## config.mk

```make
export PLATFORM = sky130hd
export DESIGN_NAME = corectl_top
export DESIGN_NICKNAME = d
export VERILOG_FILES = /design/src/rtl/corectl_pkg.sv /design/src/rtl/corectl_core_seq.sv /design/src/rtl/corectl_store.sv /design/src/rtl/corectl_top.sv
export SDC_FILE = /design/constraint.sdc
export NUM_CORES = 1
export LEC_CHECK = 0
export BUFFER_PORTS_ARGS = -buffer_cell sky130_fd_sc_hd__clkbuf_2
export CAP_MARGIN = 20
export CORE_MARGIN = 2
export CORE_UTILIZATION = 50
export CTS_BUF_LIST = sky130_fd_sc_hd__clkbuf_4
export CTS_CLUSTER_DIAMETER = 150
export CTS_CLUSTER_SIZE = 30
export DETAILED_ROUTE_END_ITERATION = 10
export GPL_ROUTABILITY_DRIVEN = 1
export PLACE_DENSITY_LB_ADDON = 0.3
export SLEW_MARGIN = 10
export SYNTH_ARGS = -nofsm -noshare
export SYNTH_HDL_FRONTEND = slang
export SYNTH_SLANG_ARGS = --single-unit
```

## constraint.sdc

```tcl
create_clock -name clk -period 6.13 [get_ports clk]
set_input_delay 0.613 -clock clk [delete_from_list [all_inputs] [get_ports clk]]
set_output_delay 0.613 -clock clk [all_outputs]
set_load 0.02 [all_outputs]
```

## src/rtl/corectl_pkg.sv

```systemverilog
package corectl_pkg;

    localparam int IX_CTRL  = 0;
    localparam int IX_CRST  = 1;
    localparam int IX_CPWR  = 2;
    localparam int IX_STAT  = 7;
    localparam int IX_IMASK = 9;
    localparam int IX_GPR1  = 10;
    localparam int IX_ENTRY = IX_GPR1 + 2;
    localparam int IX_ARG   = IX_GPR1 + 3;

    typedef enum logic [1:0] {
        OP_NONE  = 2'd0,
        OP_RESET = 2'd1,
        OP_START = 2'd2,
        OP_OFF   = 2'd3
    } core_op_e;

    typedef enum logic [1:0] {
        SQ_IDLE  = 2'd0,
        SQ_ISSUE = 2'd1,
        SQ_WAIT  = 2'd2
    } seq_state_e;

    function automatic logic [31:0] reg_init(input int idx);
        case (idx)
            IX_CTRL:  return 32'h0000_00A0;
            IX_STAT:  return 32'h0000_0001;
            IX_IMASK: return 32'h0000_001F;
            default:  return 32'h0;
        endcase
    endfunction

endpackage

```

## src/rtl/corectl_core_seq.sv

```systemverilog
module corectl_core_seq
    import corectl_pkg::*;
(
    input  logic     clk,
    input  logic     rst_n,
    input  logic     trig,
    input  core_op_e trig_op,
    input  logic     done,
    output logic     req,
    output core_op_e op,
    output logic     clr
);

    seq_state_e state_q, state_d;
    core_op_e   cur_op_q;
    logic       held_v_q;
    core_op_e   held_op_q;

    // next-state selection
    always_comb begin
        state_d = state_q;
        unique case (state_q)
            SQ_IDLE:  if (trig) state_d = SQ_ISSUE;
            SQ_ISSUE: state_d = SQ_WAIT;
            SQ_WAIT:  if (done) state_d = (trig || held_v_q) ? SQ_ISSUE : SQ_IDLE;
            default:  state_d = SQ_IDLE;
        endcase
    end

    always_ff @(posedge clk or negedge rst_n) begin
        if (!rst_n) state_q <= SQ_IDLE;
        else        state_q <= state_d;
    end

    // operation and hold slot
    always_ff @(posedge clk or negedge rst_n) begin
        if (!rst_n) begin
            cur_op_q  <= OP_NONE;
            held_v_q  <= 1'b0;
            held_op_q <= OP_NONE;
        end else begin
            unique case (state_q)
                SQ_IDLE: if (trig) cur_op_q <= trig_op;
                SQ_ISSUE: if (trig) begin
                    held_v_q  <= 1'b1;
                    held_op_q <= trig_op;
                end
                SQ_WAIT: begin
                    if (done) begin
                        held_v_q <= 1'b0;
                        if (trig)          cur_op_q <= trig_op;
                        else if (held_v_q) cur_op_q <= held_op_q;
                    end else if (trig) begin
                        held_v_q  <= 1'b1;
                        held_op_q <= trig_op;
                    end
                end
                default: held_v_q <= 1'b0;
            endcase
        end
    end

    // outputs
    always_comb begin
        req = (state_q == SQ_ISSUE);
        op  = req ? cur_op_q : OP_NONE;
        clr = (state_q == SQ_WAIT) && done;
    end

endmodule

```

## src/rtl/corectl_store.sv

```systemverilog
module corectl_store
    import corectl_pkg::*;
#(
    parameter int NREG  = 20,
    parameter int NCORE = 2,
    localparam int RW   = $clog2(NREG)
) (
    input  logic                  clk,
    input  logic                  rst_n,
    input  logic                  we,
    input  logic [RW-1:0]         widx,
    input  logic [31:0]           wdata,
    input  logic [NCORE-1:0]      clr_mask,
    output logic [NREG-1:0][31:0] regs
);

    logic [31:0] clr_word;
    assign clr_word = {{(32-NCORE){1'b0}}, clr_mask};

    for (genvar g = 0; g < NREG; g++) begin : g_reg
        if (g == IX_CRST) begin : g_selfclr
            always_ff @(posedge clk or negedge rst_n) begin
                if (!rst_n)                      regs[g] <= reg_init(g);
                else if (we && widx == RW'(g))   regs[g] <= wdata;
                else                             regs[g] <= regs[g] & ~clr_word;
            end
        end else begin : g_plain
            always_ff @(posedge clk or negedge rst_n) begin
                if (!rst_n)                      regs[g] <= reg_init(g);
                else if (we && widx == RW'(g))   regs[g] <= wdata;
            end
        end
    end

endmodule

```

## src/rtl/corectl_top.sv

```systemverilog
module corectl_top
    import corectl_pkg::*;
#(
    parameter int NCORE    = 2,
    parameter int NGPR     = 10,
    parameter int AW       = 12,
    parameter int SEC_CORE = 1
) (
    input  logic                 clk,
    input  logic                 rst_n,
    input  logic                 bus_sel,
    input  logic                 bus_wr,
    input  logic [AW-1:0]        bus_addr,
    input  logic [31:0]          bus_wdata,
    output logic [31:0]          bus_rdata,
    output logic [NCORE-1:0]     core_req,
    output logic [2*NCORE-1:0]   core_op,
    input  logic [NCORE-1:0]     core_done,
    output logic [31:0]          boot_entry,
    output logic [31:0]          boot_arg
);

    localparam int NREG = IX_GPR1 + NGPR;
    localparam int IW   = AW - 2;
    localparam int RW   = $clog2(NREG);

    logic [IW-1:0]         idx;
    logic [RW-1:0]         ridx;
    logic                  in_range, wr_ok, crst_wr, cpwr_wr, boot_trig;
    logic                  addr_lo_unused;
    logic [NCORE-1:0]      clr_mask;
    logic [NREG-1:0][31:0] regs;

    assign idx            = bus_addr[AW-1:2];
    assign addr_lo_unused = ^bus_addr[1:0];
    assign in_range       = idx < IW'(NREG);
    assign ridx           = idx[RW-1:0];
    assign wr_ok          = bus_sel && bus_wr && in_range;
    assign crst_wr        = wr_ok && (ridx == RW'(IX_CRST));
    assign cpwr_wr        = wr_ok && (ridx == RW'(IX_CPWR));
    assign bus_rdata      = (bus_sel && in_range) ? regs[ridx] : 32'h0;

    corectl_store #(.NREG(NREG), .NCORE(NCORE)) u_store (
        .clk      (clk),
        .rst_n    (rst_n),
        .we       (wr_ok),
        .widx     (ridx),
        .wdata    (bus_wdata),
        .clr_mask (clr_mask),
        .regs     (regs)
    );

    for (genvar c = 0; c < NCORE; c++) begin : g_core
        logic     rst_trig, pwr_trig;
        core_op_e t_op, s_op;

        assign rst_trig = crst_wr && (regs[IX_CRST][c] ^ bus_wdata[c]);
        if (c == SEC_CORE) begin : g_pwr
            assign pwr_trig = cpwr_wr && (regs[IX_CPWR][c] ^ bus_wdata[c]);
        end else begin : g_nopwr
            assign pwr_trig = 1'b0;
        end
        assign t_op = pwr_trig ? (bus_wdata[c] ? OP_START : OP_OFF) : OP_RESET;

        corectl_core_seq u_seq (
            .clk     (clk),
            .rst_n   (rst_n),
            .trig    (rst_trig || pwr_trig),
            .trig_op (t_op),
            .done    (core_done[c]),
            .req     (core_req[c]),
            .op      (s_op),
            .clr     (clr_mask[c])
        );
        assign core_op[2*c +: 2] = s_op;
    end

    assign boot_trig = cpwr_wr && (regs[IX_CPWR][SEC_CORE] ^ bus_wdata[SEC_CORE])
                       && bus_wdata[SEC_CORE];

    always_ff @(posedge clk or negedge rst_n) begin
        if (!rst_n) begin
            boot_entry <= 32'h0;
            boot_arg   <= 32'h0;
        end else if (boot_trig) begin
            boot_entry <= regs[IX_ENTRY];
            boot_arg   <= regs[IX_ARG];
        end
    end

endmodule

```

Yosys cells after proc, flatten, opt, wreduce, memory -nomap -nowiden
Index checks and enable logic that the tools add are counted.

Magnitude comparators: 2. Eq/ne operators: 31. Mux-type cells: 37. Bitwise logic cells: 5. Reductions and logical operators: 45.

Operator list (count): $bmux W32 S5 (1); $mux W32 (3); $eq A5 B4 Y1 const B (8); $mux W2 (18); $and A32 B32 Y32 (1); $not A2 Y32 (1); $logic_and A1 B1 Y1 (29); $eq A5 B3 Y1 const B (4); $eq A5 B5 Y1 const B (4); $pmux W2 S2 (4); $pmux W2 S3 (2); $eq A5 B2 Y1 const B (2); $lt A10 B5 Y1 const B (1); $ne A2 B2 Y1 const B (4); $reduce_and A2 Y1 (4); $reduce_and A4 Y1 (2); $reduce_bool A2 Y1 (4); $mux W1 (7); $lt A5 B6 Y1 const B (1); $ne A3 B1 Y1 const B (2); $pmux W1 S3 (2); $eq A5 B1 Y1 const B (1); $logic_not A5 Y1 (1); $eq A2 B1 Y1 const B (2); other kinds (5) (12).

Register bits after elaboration: 718. Input port bits: 50. Output and inout bits: 102. Logic and storage cells: 150.

Depth between registers and ports, before layout
Word-level depth: 9. Depth in mapped cells: 8. Depth with buffers taken out: 7.

Cells and area by module
A second synthesis with hierarchy kept.

Cell total of the unflattened synthesis: 2199. Area total of the unflattened synthesis: 33161.8 um^2.

By module, submodules not included: corectl_store (times used 1, cells each 1440, area an instance 24148.2 um^2, seq. area each 16025.4 um^2); corectl_top (times used 1, cells each 675, area an instance 8015.2 um^2, seq. area each 1601.5 um^2); corectl_core_seq (times used 2, cells each 42, area an instance 499.2 um^2, seq. area each 175.2 um^2).

Least setup slack after synthesis
No wires, ideal clock.

Path type: input -> output. Start point: input bus_addr[2]. End point: output bus_rdata[1]. Arrival time: 2308 ps. Data required time: 5517 ps. Path slack: 3209 ps. Stages on the path: 6. Buffers on the path: 3. Path through: buf_2 -> buf_2 -> buf_2 -> mux4_2 -> a22oi_1 -> o211ai_1.

Cells in the longest elaborated chain, start to end: 3. Elaborated cells between the ends (all ways): 5. Classes of those cells: 1 x order compare; 3 x mux; 1 x reduce/logical.

RTL lines: from (decl) (RTL line corectl_top.sv:13) `input logic [AW-1:0] bus_addr,`; $lt A10 B5 Y1 / $bmux W32 S5 (equally long branches) (RTL line corectl_top.sv:36, corectl_top.sv:41); $logic_and A1 B1 Y1 / $mux W32 (equally long branches) (RTL line corectl_top.sv:41) `assign bus_rdata = (bus_sel && in_range) ? regs[ridx] : 32'h0;`; $mux W32 (*) (RTL line corectl_top.sv:41); to (decl) (RTL line corectl_top.sv:15) `output logic [31:0] bus_rdata,`.

Every way passes the cells marked *; elsewhere a longest branch is shown, timed or not. The select of a mux whose other input is x is not followed.

Final worst setup path
Start point: input bus_addr[7]. End point: output bus_rdata[7].

Cells in the longest elaborated chain, start to end: 3.

RTL lines: $lt A10 B5 Y1 (RTL line corectl_top.sv:36) `assign in_range = idx < IW'(NREG);`; $logic_and A1 B1 Y1 (RTL line corectl_top.sv:41); $mux W32 (RTL line corectl_top.sv:41).

Every way passes these cells.

==> impl_metrics.env <==
export IMPL_status="complete, no violations"
export IMPL_p_seq_share_pct=69.8
export IMPL_finalHoldViolCount=0
export IMPL_drv_cap=0
export IMPL_die_w_um=257
export IMPL_hold_path_class="primary input to register"
export IMPL_reg2reg_to="boot_arg[18]"
export IMPL_min_period_over_period_pct=65.0
export IMPL_final_cells=2946
export IMPL_yosysWarnings=0
export IMPL_core_um2=63200
export IMPL_cp_max_fo=21
export IMPL_p_sw_share_pct=23.7
export IMPL_grt_overflow=0
export IMPL_setup_viol=0
export IMPL_crit_path_start="bus_addr[7]"
export IMPL_synth_cell_types=49
export IMPL_layout_setup_ws_ps=2140
export IMPL_route_detailed_drc=0
export IMPL_yosys_register_bits=718
export IMPL_vdd_drop_max_mv=0.141
export IMPL_dr_pass1_iters=5
export IMPL_clk_path_buf_depth=3
export IMPL_ff2ff_setup_slack_ps=3980
export IMPL_cts_buffers_inserted=27
export IMPL_grt_max_degree=178
export IMPL_area_growth_syn_to_layout_pct=6.29
export IMPL_max_freq_mhz=251
export IMPL_post_route_util_pct=53.9
export IMPL_postSynthAreaPerCell_um2=15.7
export IMPL_crit_end="bus_rdata[7]"
export IMPL_ioPinCount=152
export IMPL_stdcell_area_um2=34100
export IMPL_ys_flop_type="dfrtp_1"
export IMPL_vias=17800
export IMPL_total_leakage_power_nw=17.0
export IMPL_crit_required_ps=5520
export IMPL_arrival_ps=3370
export IMPL_die_h_um=257
export IMPL_die_area_um2=66100
export IMPL_root_buffer="clkbuf_4"
export IMPL_fin_setup_tns_ps=0
export IMPL_cp_end_kind="primary output"
export IMPL_dp_cells=2884
export IMPL_crit_type="primary input to primary output"
export IMPL_first_global_vias=19200
export IMPL_pre_cts_ws_ps=2200
export IMPL_p_comb_share_pct=5.6
export IMPL_rows=92
export IMPL_maxSlewViolCount=0
export IMPL_layout_common_cells="710 x dfrtp_1, 659 x mux2_2, 160 x mux4_2, 146 x clkbuf_2, 60 x a22oi_1"
export IMPL_first_iter_violations=1292
export IMPL_start_kind="primary input"
export IMPL_netlist_area_um2=32000
export IMPL_post_dp_hpwl_mm=46.1
export IMPL_cts_setup_buffers=0
export IMPL_track_usage_pct=22.9
export IMPL_drt_wl_total_mm=74.8
export IMPL_ctsHtreeMaxLevel=1
export IMPL_r2r_cells=3
export IMPL_grt_first_pass_wirelength_mm=117
export IMPL_power_density_nw_per_um2=202
export IMPL_gp_congestion=0.764
export IMPL_finalPower_mw=6.88
export IMPL_ant_nets=0
export IMPL_post_cts_resized=0
export IMPL_synth_edf_count=0
export IMPL_hold_buffers=3
export IMPL_nets=2130
export IMPL_numClockSinks=718
export IMPL_seq_area_frac_synth_pct=56.1
export IMPL_async_flop_share_pct=100
export IMPL_p_switching_mw=1.63
export IMPL_cts_clk_slew_worst_paths_ps=300
export IMPL_cts_tree="done"
export IMPL_fillCellCount=5083
export IMPL_vias_per_cell=6.04
export IMPL_grt_setup_unrepaired="false"
export IMPL_fin_skew_ps=23.0
export IMPL_wl_per_cell_um=25.4
export IMPL_dpl_cell_area_um2=33600
export IMPL_reg2reg_from="u_store.regs[65]"
export IMPL_initial_core_util_pct=50.7
export IMPL_portBuffers=149
export IMPL_final_layout_size_suffix_gt1_share_pct=52.9
export IMPL_pwr_share_clk_pct=24.6
export IMPL_relSlewSlack_pct=21.8
export IMPL_hold_ws_ps=136
export IMPL_p_int_mw=5.25
export IMPL_tightest_slew_ps=1170
export IMPL_final_common_cell="dfrtp_1"
export IMPL_synth_nets=2094
export IMPL_min_period_ps=3990
export IMPL_syn_inst=2036
export IMPL_grt_antenna_before_repair=3
export IMPL_clock_latency_ps=920
## synthesized netlist by cell type (all sizes together), types with 2 or more instances
| library cell | n | area, um^2 |
|---|---|---|
| a21o | 15 | 113 |
| nor2 | 22 | 92.6 |
| mux4 | 160 | 3600 |
| xor2 | 3 | 26.3 |
| a211o | 4 | 35.0 |
| ha | 8 | 100 |
| or2 | 2 | 12.5 |
| a22oi | 60 | 450 |
| o21ai | 11 | 55.1 |
| nand3 | 5 | 30.0 |
| o211ai | 14 | 105 |
| buf | 97 | 453 |
| nor4 | 2 | 18.8 |
| nor2b | 6 | 37.5 |
| a22o | 5 | 43.8 |
| dfrtp | 710 | 17800 |
| mux2i | 3 | 30.0 |
| nand2b | 7 | 43.8 |
| a21oi | 4 | 20.0 |
| o22ai | 15 | 93.8 |
| nor3 | 5 | 35.0 |
| nand2 | 42 | 158 |
| a21boi | 2 | 15.0 |
| nor4b | 3 | 62.6 |
| clkbuf | 94 | 353 |
| and2 | 5 | 31.3 |
| mux2 | 704 | 7930 |
| inv | 9 | 33.8 |
| dfstp | 8 | 210 |
## kinds of logic (layout without fill, tap and decap cells)
logic type	after synthesis	count (layout)	synth area share, %
XOR/XNOR	3	3	0.0820
buffers and inverters	200	256	2.62
AND/OR/NAND/NOR	104	104	1.75
other	0	8	0
adder cells (fa/ha/maj)	8	8	0.312
AO/OA/AOI/OAI	136	136	3.06
flip-flops	718	718	56.1
multiplexers	867	867	36.1
## routing by layer
layer  track usage [%]  share of wire [%]
met1              31.5                 42
met2              39.1                 51
met3              2.60                4.0
met4              5.49                2.2
met5                 0              0.013
## worst min path at each step
| stage | start | endpoint | slack, ps | cells after the start |
|---|---|---|---|---|
| after floorplan | rst_n | boot_arg[0] | 320 | 0 |
| after global placement | g_core[0].u_seq.held_op_q[0] | g_core[0].u_seq.held_op_q[0] | 460 | 1 |
| after detailed placement | g_core[0].u_seq.held_op_q[0] | g_core[0].u_seq.held_op_q[0] | 460 | 1 |
| after CTS | bus_wdata[0] | u_store.regs[32] | 50 | 3 |
| after global routing | bus_wdata[7] | u_store.regs[615] | 150 | 2 |
| final | bus_wdata[0] | u_store.regs[32] | 140 | 3 |
## flip-flops by register name, indices dropped and copies added (netlist names)
register and cells:
u_store.regs 640, g_core.u_seq.held_v_q 2, boot_arg 32, g_core.u_seq.cur_op_q 4
g_core.u_seq.state_q 4, g_core.u_seq.held_op_q 4, boot_entry 32
## worst max-delay path: stages
cell,delay [ps]
clkbuf_2,100
nor4b_4,510
nand2_1,100
buf_4,280
nor3_4,970
a22oi_1,230
o211ai_1,280
clkbuf_2,260
## power groups by stage
stage	Combinational, mW	Clock (mW)	Sequential, mW
floorplan	0.206	0	4.87
global placement	0.380	0	4.88
detailed placement	0.392	0	4.88
CTS	0.395	1.76	4.81
global route	0.426	1.93	4.81
finish	0.383	1.69	4.81
## cell type report
| cell class | count | area (um^2) | area share [%] |
|---|---|---|---|
| Multi-Input combinational cell | 1118 | 13300 | 39.1 |
| Inverter | 9 | 33.8 | 0.0992 |
| Clock buffer | 48 | 360 | 1.06 |
| Clock inverter | 1 | 3.75 | 0.0110 |
| Tap cell | 846 | 1060 | 3.11 |
| Antenna cell | 8 | 20.0 | 0.0588 |
| Sequential cell | 718 | 18000 | 52.8 |
| Timing Repair Buffer | 198 | 1280 | 3.76 |
Note: power is estimated with default switching activity, not from simulation.
